<file path="src/rtl/img_dec_pkg.sv">
package img_dec_pkg;

    typedef enum logic [1:0] {
        FLD_BASE = 2'd0,
        FLD_MASK = 2'd1,
        FLD_XLAT = 2'd2,
        FLD_CTRL = 2'd3
    } cfg_field_e;

    localparam int CTRL_EN_BIT = 0;
    localparam int CTRL_IO_BIT = 1;
    localparam int CTRL_XL_BIT = 2;

    // one image; address fields are kept 32-bit aligned, undecoded bits are zero
    typedef struct packed {
        logic [31:0] base;
        logic [31:0] mask;
        logic [31:0] xlat;
        logic        en;
        logic        io;
        logic        xl;
    } img_cfg_t;

    // ones in the n most significant bits
    function automatic logic [31:0] top_ones(input int n);
        return ~(32'hFFFF_FFFF >> n);
    endfunction

    function automatic logic window_hit(input img_cfg_t c, input logic [31:0] a,
                                        input logic io);
        return c.en && (c.io == io) && (((a ^ c.base) & c.mask) == 32'd0);
    endfunction

    function automatic logic [31:0] apply_xlat(input img_cfg_t c, input logic [31:0] a,
                                               input logic impl);
        if (impl && c.xl)
            return (c.xlat & c.mask) | (a & ~c.mask);
        return a;
    endfunction

endpackage

</file>
<file path="src/rtl/img_cfg_regs.sv">
module img_cfg_regs
    import img_dec_pkg::*;
#(
    parameter int NUM_IMG  = 4,
    parameter int DEC_BITS = 20,
    parameter int IDX_W    = 2
) (
    input  logic              clk,
    input  logic              rst,
    input  logic              we,
    input  logic [IDX_W-1:0]  sel,
    input  logic [1:0]        field,
    input  logic [31:0]       wdata,
    output img_cfg_t          cfg [NUM_IMG]
);
    localparam logic [31:0] FLD_M = top_ones(DEC_BITS);

    cfg_field_e fsel;
    assign fsel = cfg_field_e'(field);

    for (genvar g = 0; g < NUM_IMG; g++) begin : g_img
        logic wr_me;
        assign wr_me = we && (sel == IDX_W'(g));

        always_ff @(posedge clk) begin
            if (rst) begin
                cfg[g].base <= '0;
                cfg[g].mask <= FLD_M;
                cfg[g].xlat <= '0;
                cfg[g].en   <= 1'b0;
                cfg[g].io   <= 1'b0;
                cfg[g].xl   <= 1'b0;
            end else if (wr_me) begin
                case (fsel)
                    FLD_BASE: cfg[g].base <= wdata & FLD_M;
                    FLD_MASK: cfg[g].mask <= wdata & FLD_M;
                    FLD_XLAT: cfg[g].xlat <= wdata & FLD_M;
                    FLD_CTRL: begin
                        cfg[g].en <= wdata[CTRL_EN_BIT];
                        cfg[g].io <= wdata[CTRL_IO_BIT];
                        cfg[g].xl <= wdata[CTRL_XL_BIT];
                    end
                    default: ;
                endcase
            end
        end
    end
endmodule

</file>
<file path="src/rtl/img_delay.sv">
module img_delay #(
    parameter int W     = 8,
    parameter int DEPTH = 1
) (
    input  logic         clk,
    input  logic         rst,
    input  logic [W-1:0] din,
    output logic [W-1:0] dout
);
    if (DEPTH == 0) begin : g_wire
        assign dout = din;
        logic unused_ok;
        assign unused_ok = &{1'b0, clk, rst};
    end else begin : g_regs
        logic [W-1:0] q [DEPTH];
        always_ff @(posedge clk) begin
            if (rst) begin
                for (int k = 0; k < DEPTH; k++) q[k] <= '0;
            end else begin
                q[0] <= din;
                for (int k = 1; k < DEPTH; k++) q[k] <= q[k-1];
            end
        end
        assign dout = q[DEPTH-1];
    end
endmodule

</file>
<file path="src/rtl/img_select.sv">
module img_select
    import img_dec_pkg::*;
#(
    parameter int NUM_IMG   = 4,
    parameter int IDX_W     = 2,
    parameter bit XLAT_IMPL = 1'b1
) (
    input  logic [NUM_IMG-1:0] match,
    input  img_cfg_t           cfg [NUM_IMG],
    input  logic [31:0]        addr,
    output logic               hit,
    output logic [IDX_W-1:0]   idx,
    output logic [31:0]        addr_o
);
    img_cfg_t pick;

    always_comb begin
        hit  = 1'b0;
        idx  = '0;
        pick = '0;
        // scan downward so the lowest-numbered match is left standing
        for (int i = NUM_IMG - 1; i >= 0; i--) begin
            if (match[i]) begin
                hit  = 1'b1;
                idx  = IDX_W'(i);
                pick = cfg[i];
            end
        end
        addr_o = hit ? apply_xlat(pick, addr, XLAT_IMPL) : addr;
    end
endmodule

</file>
<file path="src/rtl/img_decoder.sv">
module img_decoder
    import img_dec_pkg::*;
#(
    parameter int NUM_IMG     = 4,
    parameter int DEC_BITS    = 20,
    parameter int WAIT_STATES = 2,
    parameter bit XLAT_IMPL   = 1'b1,
    localparam int IDX_W      = (NUM_IMG > 1) ? $clog2(NUM_IMG) : 1
) (
    input  logic             clk,
    input  logic             rst,
    input  logic             cfg_we,
    input  logic [IDX_W-1:0] cfg_sel,
    input  logic [1:0]       cfg_field,
    input  logic [31:0]      cfg_wdata,
    input  logic             addr_vld,
    input  logic [31:0]      addr_in,
    input  logic             addr_io,
    output logic             rsp_vld,
    output logic             hit,
    output logic [IDX_W-1:0] hit_idx,
    output logic [31:0]      addr_out
);
    localparam int DLY   = WAIT_STATES - 1;
    localparam int BUS_W = 1 + 32 + NUM_IMG;

    img_cfg_t cfg [NUM_IMG];

    img_cfg_regs #(.NUM_IMG(NUM_IMG), .DEC_BITS(DEC_BITS), .IDX_W(IDX_W)) u_regs (
        .clk(clk), .rst(rst), .we(cfg_we), .sel(cfg_sel),
        .field(cfg_field), .wdata(cfg_wdata), .cfg(cfg)
    );

    // capture stage: first wait state
    logic        s0_vld;
    logic [31:0] s0_addr;
    logic        s0_io;
    always_ff @(posedge clk) begin
        if (rst) begin
            s0_vld  <= 1'b0;
            s0_addr <= '0;
            s0_io   <= 1'b0;
        end else begin
            s0_vld <= addr_vld;
            if (addr_vld) begin
                s0_addr <= addr_in;
                s0_io   <= addr_io;
            end
        end
    end

    logic [NUM_IMG-1:0] match;
    for (genvar g = 0; g < NUM_IMG; g++) begin : g_cmp
        assign match[g] = window_hit(cfg[g], s0_addr, s0_io);
    end

    // extra wait states
    logic [BUS_W-1:0]   d_bus;
    logic               d_vld;
    logic [31:0]        d_addr;
    logic [NUM_IMG-1:0] d_match;
    img_delay #(.W(BUS_W), .DEPTH(DLY)) u_dly (
        .clk(clk), .rst(rst),
        .din({s0_vld, s0_addr, match}),
        .dout(d_bus)
    );
    assign {d_vld, d_addr, d_match} = d_bus;

    logic             sel_hit;
    logic [IDX_W-1:0] sel_idx;
    logic [31:0]      sel_addr;
    img_select #(.NUM_IMG(NUM_IMG), .IDX_W(IDX_W), .XLAT_IMPL(XLAT_IMPL)) u_sel (
        .match(d_match), .cfg(cfg), .addr(d_addr),
        .hit(sel_hit), .idx(sel_idx), .addr_o(sel_addr)
    );

    always_ff @(posedge clk) begin
        if (rst) begin
            rsp_vld  <= 1'b0;
            hit      <= 1'b0;
            hit_idx  <= '0;
            addr_out <= '0;
        end else begin
            rsp_vld <= d_vld;
            if (d_vld) begin
                hit      <= sel_hit;
                hit_idx  <= sel_idx;
                addr_out <= sel_addr;
            end
        end
    end
endmodule

</file>
<file path="config.mk">
export PLATFORM = sky130hd
export DESIGN_NAME = img_decoder
export DESIGN_NICKNAME = d
export VERILOG_FILES = /design/src/rtl/img_dec_pkg.sv /design/src/rtl/img_cfg_regs.sv /design/src/rtl/img_delay.sv /design/src/rtl/img_select.sv /design/src/rtl/img_decoder.sv
export SDC_FILE = /design/constraint.sdc
export NUM_CORES = 1
export LEC_CHECK = 0
export BUFFER_PORTS_ARGS = -buffer_cell sky130_fd_sc_hd__buf_2
export CAP_MARGIN = 20
export CORE_ASPECT_RATIO = 1.1
export CORE_MARGIN = 3
export CORE_UTILIZATION = 51
export CTS_BUF_LIST = sky130_fd_sc_hd__clkbuf_8 sky130_fd_sc_hd__clkbuf_16
export DETAILED_ROUTE_END_ITERATION = 16
export HOLD_SLACK_MARGIN = 0.03
export PLACE_DENSITY = 0.76
export SLEW_MARGIN = 20
export SYNTH_ARGS = -nofsm -noshare
export SYNTH_HDL_FRONTEND = slang
export SYNTH_SLANG_ARGS = --single-unit
</file>
<file path="constraint.sdc">
create_clock -name clk -period 2.8 [get_ports clk]
set_input_delay 0.14 -clock clk [delete_from_list [all_inputs] [get_ports clk]]
set_output_delay 0.14 -clock clk [all_outputs]
set_load 0.05 [all_outputs]
</file>
==> results.json <==
{
  "slew_headroom_pct": 28.1,
  "end_kind": "register",
  "numPortBuffers": 99,
  "sequentialPowerShare_pct": 48.3,
  "clk_latency_ns": 0.53,
  "syn_nets": 1981,
  "hold_viol": 0,
  "firstDrtPassIters": 10,
  "die_width_um": 174,
  "powerDensity_nw_per_um2": 613,
  "drc": 0,
  "avgSynthCellArea_sq_um": 8.27,
  "fillers": 2570,
  "num_antenna_cells": 0,
  "min_path_type": "input pin to register",
  "pwr-share-clk_pct": 45.1,
  "timing.max_cap.violations": 0,
  "required_ns": 3.21,
  "grt_pass1_wl_um": 72700,
  "antenna_found_initial": 0,
  "p_sw_share_pct": 23.6,
  "cts_tree": "built",
  "start_util_pct": 52.5,
  "syn_to_final_growth_pct": 14.2,
  "clock_sinks": 359,
  "fmax_mhz": 430,
  "tightest_slew_ns": 1.08,
  "setup_viol": 0,
  "utilization_pct": 59.9,
  "arrival_ns": 2.74,
  "cts_htree_levels": 2,
  "cts_root_buffer": "clkbuf_16",
  "cts_buffers": 37,
  "path_class": "register to register",
  "layout-drive-gt1-share_pct": 11.8,
  "power_leakage_uw": 0.00740,
  "intPower_uw": 8430,
  "whs_path_depth": 2,
  "route.antenna.remaining_nets": 0,
  "dieArea_sq_um": 33100,
  "dr_total_vias": 13762,
  "comb_power_share_pct": 6.6,
  "grt_usage_pct": 27.4,
  "start_kind": "register",
  "gp_congestion": 0.926,
  "grt_pass1_vias": 12946,
  "maxSlewViolCount": 0,
  "post-route-min-period_ns": 2.33,
  "core_sq_um": 30100,
  "yosys_register_bits": 359,
  "cts_resized": 0,
  "hpwl_um": 29800,
  "vdd_drop_max_mv": 0.483,
  "worstRegToRegCells": 5,
  "clk_pin_slew_ns": 0.06,
  "crit_fanout": 24,
  "pin_count": 109,
  "syn_area_sq_um": 15800,
  "worst_clock_skew_ns": 0.0124,
  "yosysUniqueCellTypes": 42,
  "totalNegativeSetupSlack_ns": 0,
  "ys_seq_area_share_pct": 45.6,
  "cts_buffer_depth": 3,
  "period_share_pct": 83.1,
  "drtIter0Drc": 1579,
  "drt-total-wl_um": 46400,
  "grt_max_degree": 99,
  "ys_warn_count": 0,
  "rsz0062_at_grt": "false",
  "netlist_instances": 1908,
  "switching_power_uw": 2610,
  "wl_per_cell_um": 19.4,
  "final_common_cell": "nand2_1",
  "fp-row-count": 66,
  "status": "finished clean",
  "routed_via_density": 5.76,
  "nNetsFinal": 2031,
  "die_y_um": 190,
  "grt_overflow_total": 0,
  "layout_common_cells": "nand2_1 (572), dfxtp_1 (357), a21oi_1 (185), nand3b_1 (104), buf_2 (98)"
}
power groups by stage:
| stage | combinational [uW] | clock [uW] | sequential, uW |
|---|---|---|---|
| global route | 783 | 5220 | 5340 |
| finish | 728 | 4980 | 5330 |
| detailed placement | 647 | 0 | 5440 |
| global placement | 631 | 0 | 5440 |
| CTS | 713 | 5020 | 5330 |
| floorplan | 473 | 0 | 5390 |
path summary, 6_finish.rpt:
check	start	endpoint	slack (ns)
setup reg to reg	u_dly.g_regs.q[0][1]$_SDFF_PP0_	addr_out[25]$_SDFFE_PP0P_	0.47
hold reg to reg	s0_vld$_SDFF_PP0_	u_dly.g_regs.q[0][36]$_SDFF_PP0_	0.45
setup / recovery	u_dly.g_regs.q[0][1]$_SDFF_PP0_	addr_out[25]$_SDFFE_PP0P_	0.47
hold / removal	rst	u_regs.cfg[25]$_SDFFE_PP0P_	0.07
final cells by class:
cell class | instances | area [sq um] | area share (%)
Clock buffer | 44 | 1040 | 5.80
Timing Repair Buffer | 192 | 1340 | 7.46
Tap cell | 408 | 510 | 2.83
Sequential cell | 359 | 7190 | 39.9
Clock inverter | 20 | 178 | 0.987
Multi-Input combinational cell | 1364 | 7730 | 42.9
Inverter | 4 | 15.0 | 0.0834
cells by family after synthesis:
logic type / synth area share, %
DFF: 45.6
and+or+nand+nor: 26.5
buffers and inverters: 5.58
xor gates and xnor gates: 4.67
AOI/OAI and AO/OA: 14.8
muxes: 2.92
routing by layer:
metal	routed length [um]	track usage [%]	vias to the layer above
met5	0	0	-
met1	19400	37.1	6502
met4	1930	11.7	0
met3	4350	4.80	113
met2	20700	43.3	665
li1	-	-	6482
flip-flops by register name, indices dropped and copies added (netlist names):
register and cells:
s0_addr 32, addr_out 32, hit_idx 2, s0_io 1, s0_vld 1, u_dly.g_regs.q 37, rsp_vld 1, hit 1
u_regs.cfg 252
through the flow:
| stage | instance area [sq um] | total power, uW | setup WS, ns | hold slack [ns] | instances |
|---|---|---|---|---|---|
| 2_1_floorplan | 15800 | 5860 | 1.34 | 0.276 | 1908 |
| 3_3_place_gp | 16200 | 6070 | 0.554 | 0.374 | 2271 |
| 3_5_place_dp | 16200 | 6090 | 0.476 | 0.382 | 2271 |
| 4_1_cts | 18000 | 11100 | 0.493 | 0.0783 | 2391 |
| 5_1_grt | 18000 | 11300 | 0.340 | 0.112 | 2391 |
| 6_report | 18000 | 11000 | 0.474 | 0.0697 | 2391 |
cell usage after synthesis (all sizes together):
| cell type | instances | share of area, % |
|---|---|---|
| a211oi | 42 | 2.7 |
| and2b | 2 | 0.095 |
| a2111oi | 3 | 0.17 |
| dfxtp | 359 | 46 |
| nand2 | 572 | 14 |
| nand2b | 24 | 0.95 |
| nand3 | 8 | 0.25 |
| o311a | 20 | 1.3 |
| and3 | 1 | 0.040 |
| a222oi | 4 | 0.25 |
| nor4 | 3 | 0.12 |
| a221o | 1 | 0.063 |
| buf | 85 | 3.2 |
| mux2i | 46 | 2.9 |
| nor3b | 23 | 1.1 |
| nor2 | 63 | 1.5 |
| a22oi | 32 | 1.5 |
| o21ai | 12 | 0.38 |
| nor3 | 5 | 0.23 |
| and3b | 2 | 0.11 |
| clkbuf | 96 | 2.3 |
| a311oi | 1 | 0.056 |
| inv | 4 | 0.095 |
| xor2 | 84 | 4.7 |
| nand4 | 2 | 0.079 |
| nor2b | 56 | 2.2 |
| or3b | 1 | 0.056 |
| o211ai | 20 | 0.95 |
| a21oi | 193 | 6.3 |
| nand3b | 104 | 5.0 |
| and4 | 20 | 1.1 |
| and2 | 1 | 0.040 |
| a211o | 19 | 1.1 |
worst max-delay path, stage by stage, from the launching register on:
cell      delay [ns]
dfxtp_1         0.87
buf_4           0.41
a211oi_1        0.11
a211oi_2        0.42
a21oi_1         0.12
a211o_1         0.29
repair_timing:
action | 4_1_cts | 5_1_grt
hold buffers | 56 | 0
endpoints found under the hold margin | 255 | 0
setup buffers | 0 | 0
No activity file was read; power rests on OpenSTA's default activity.
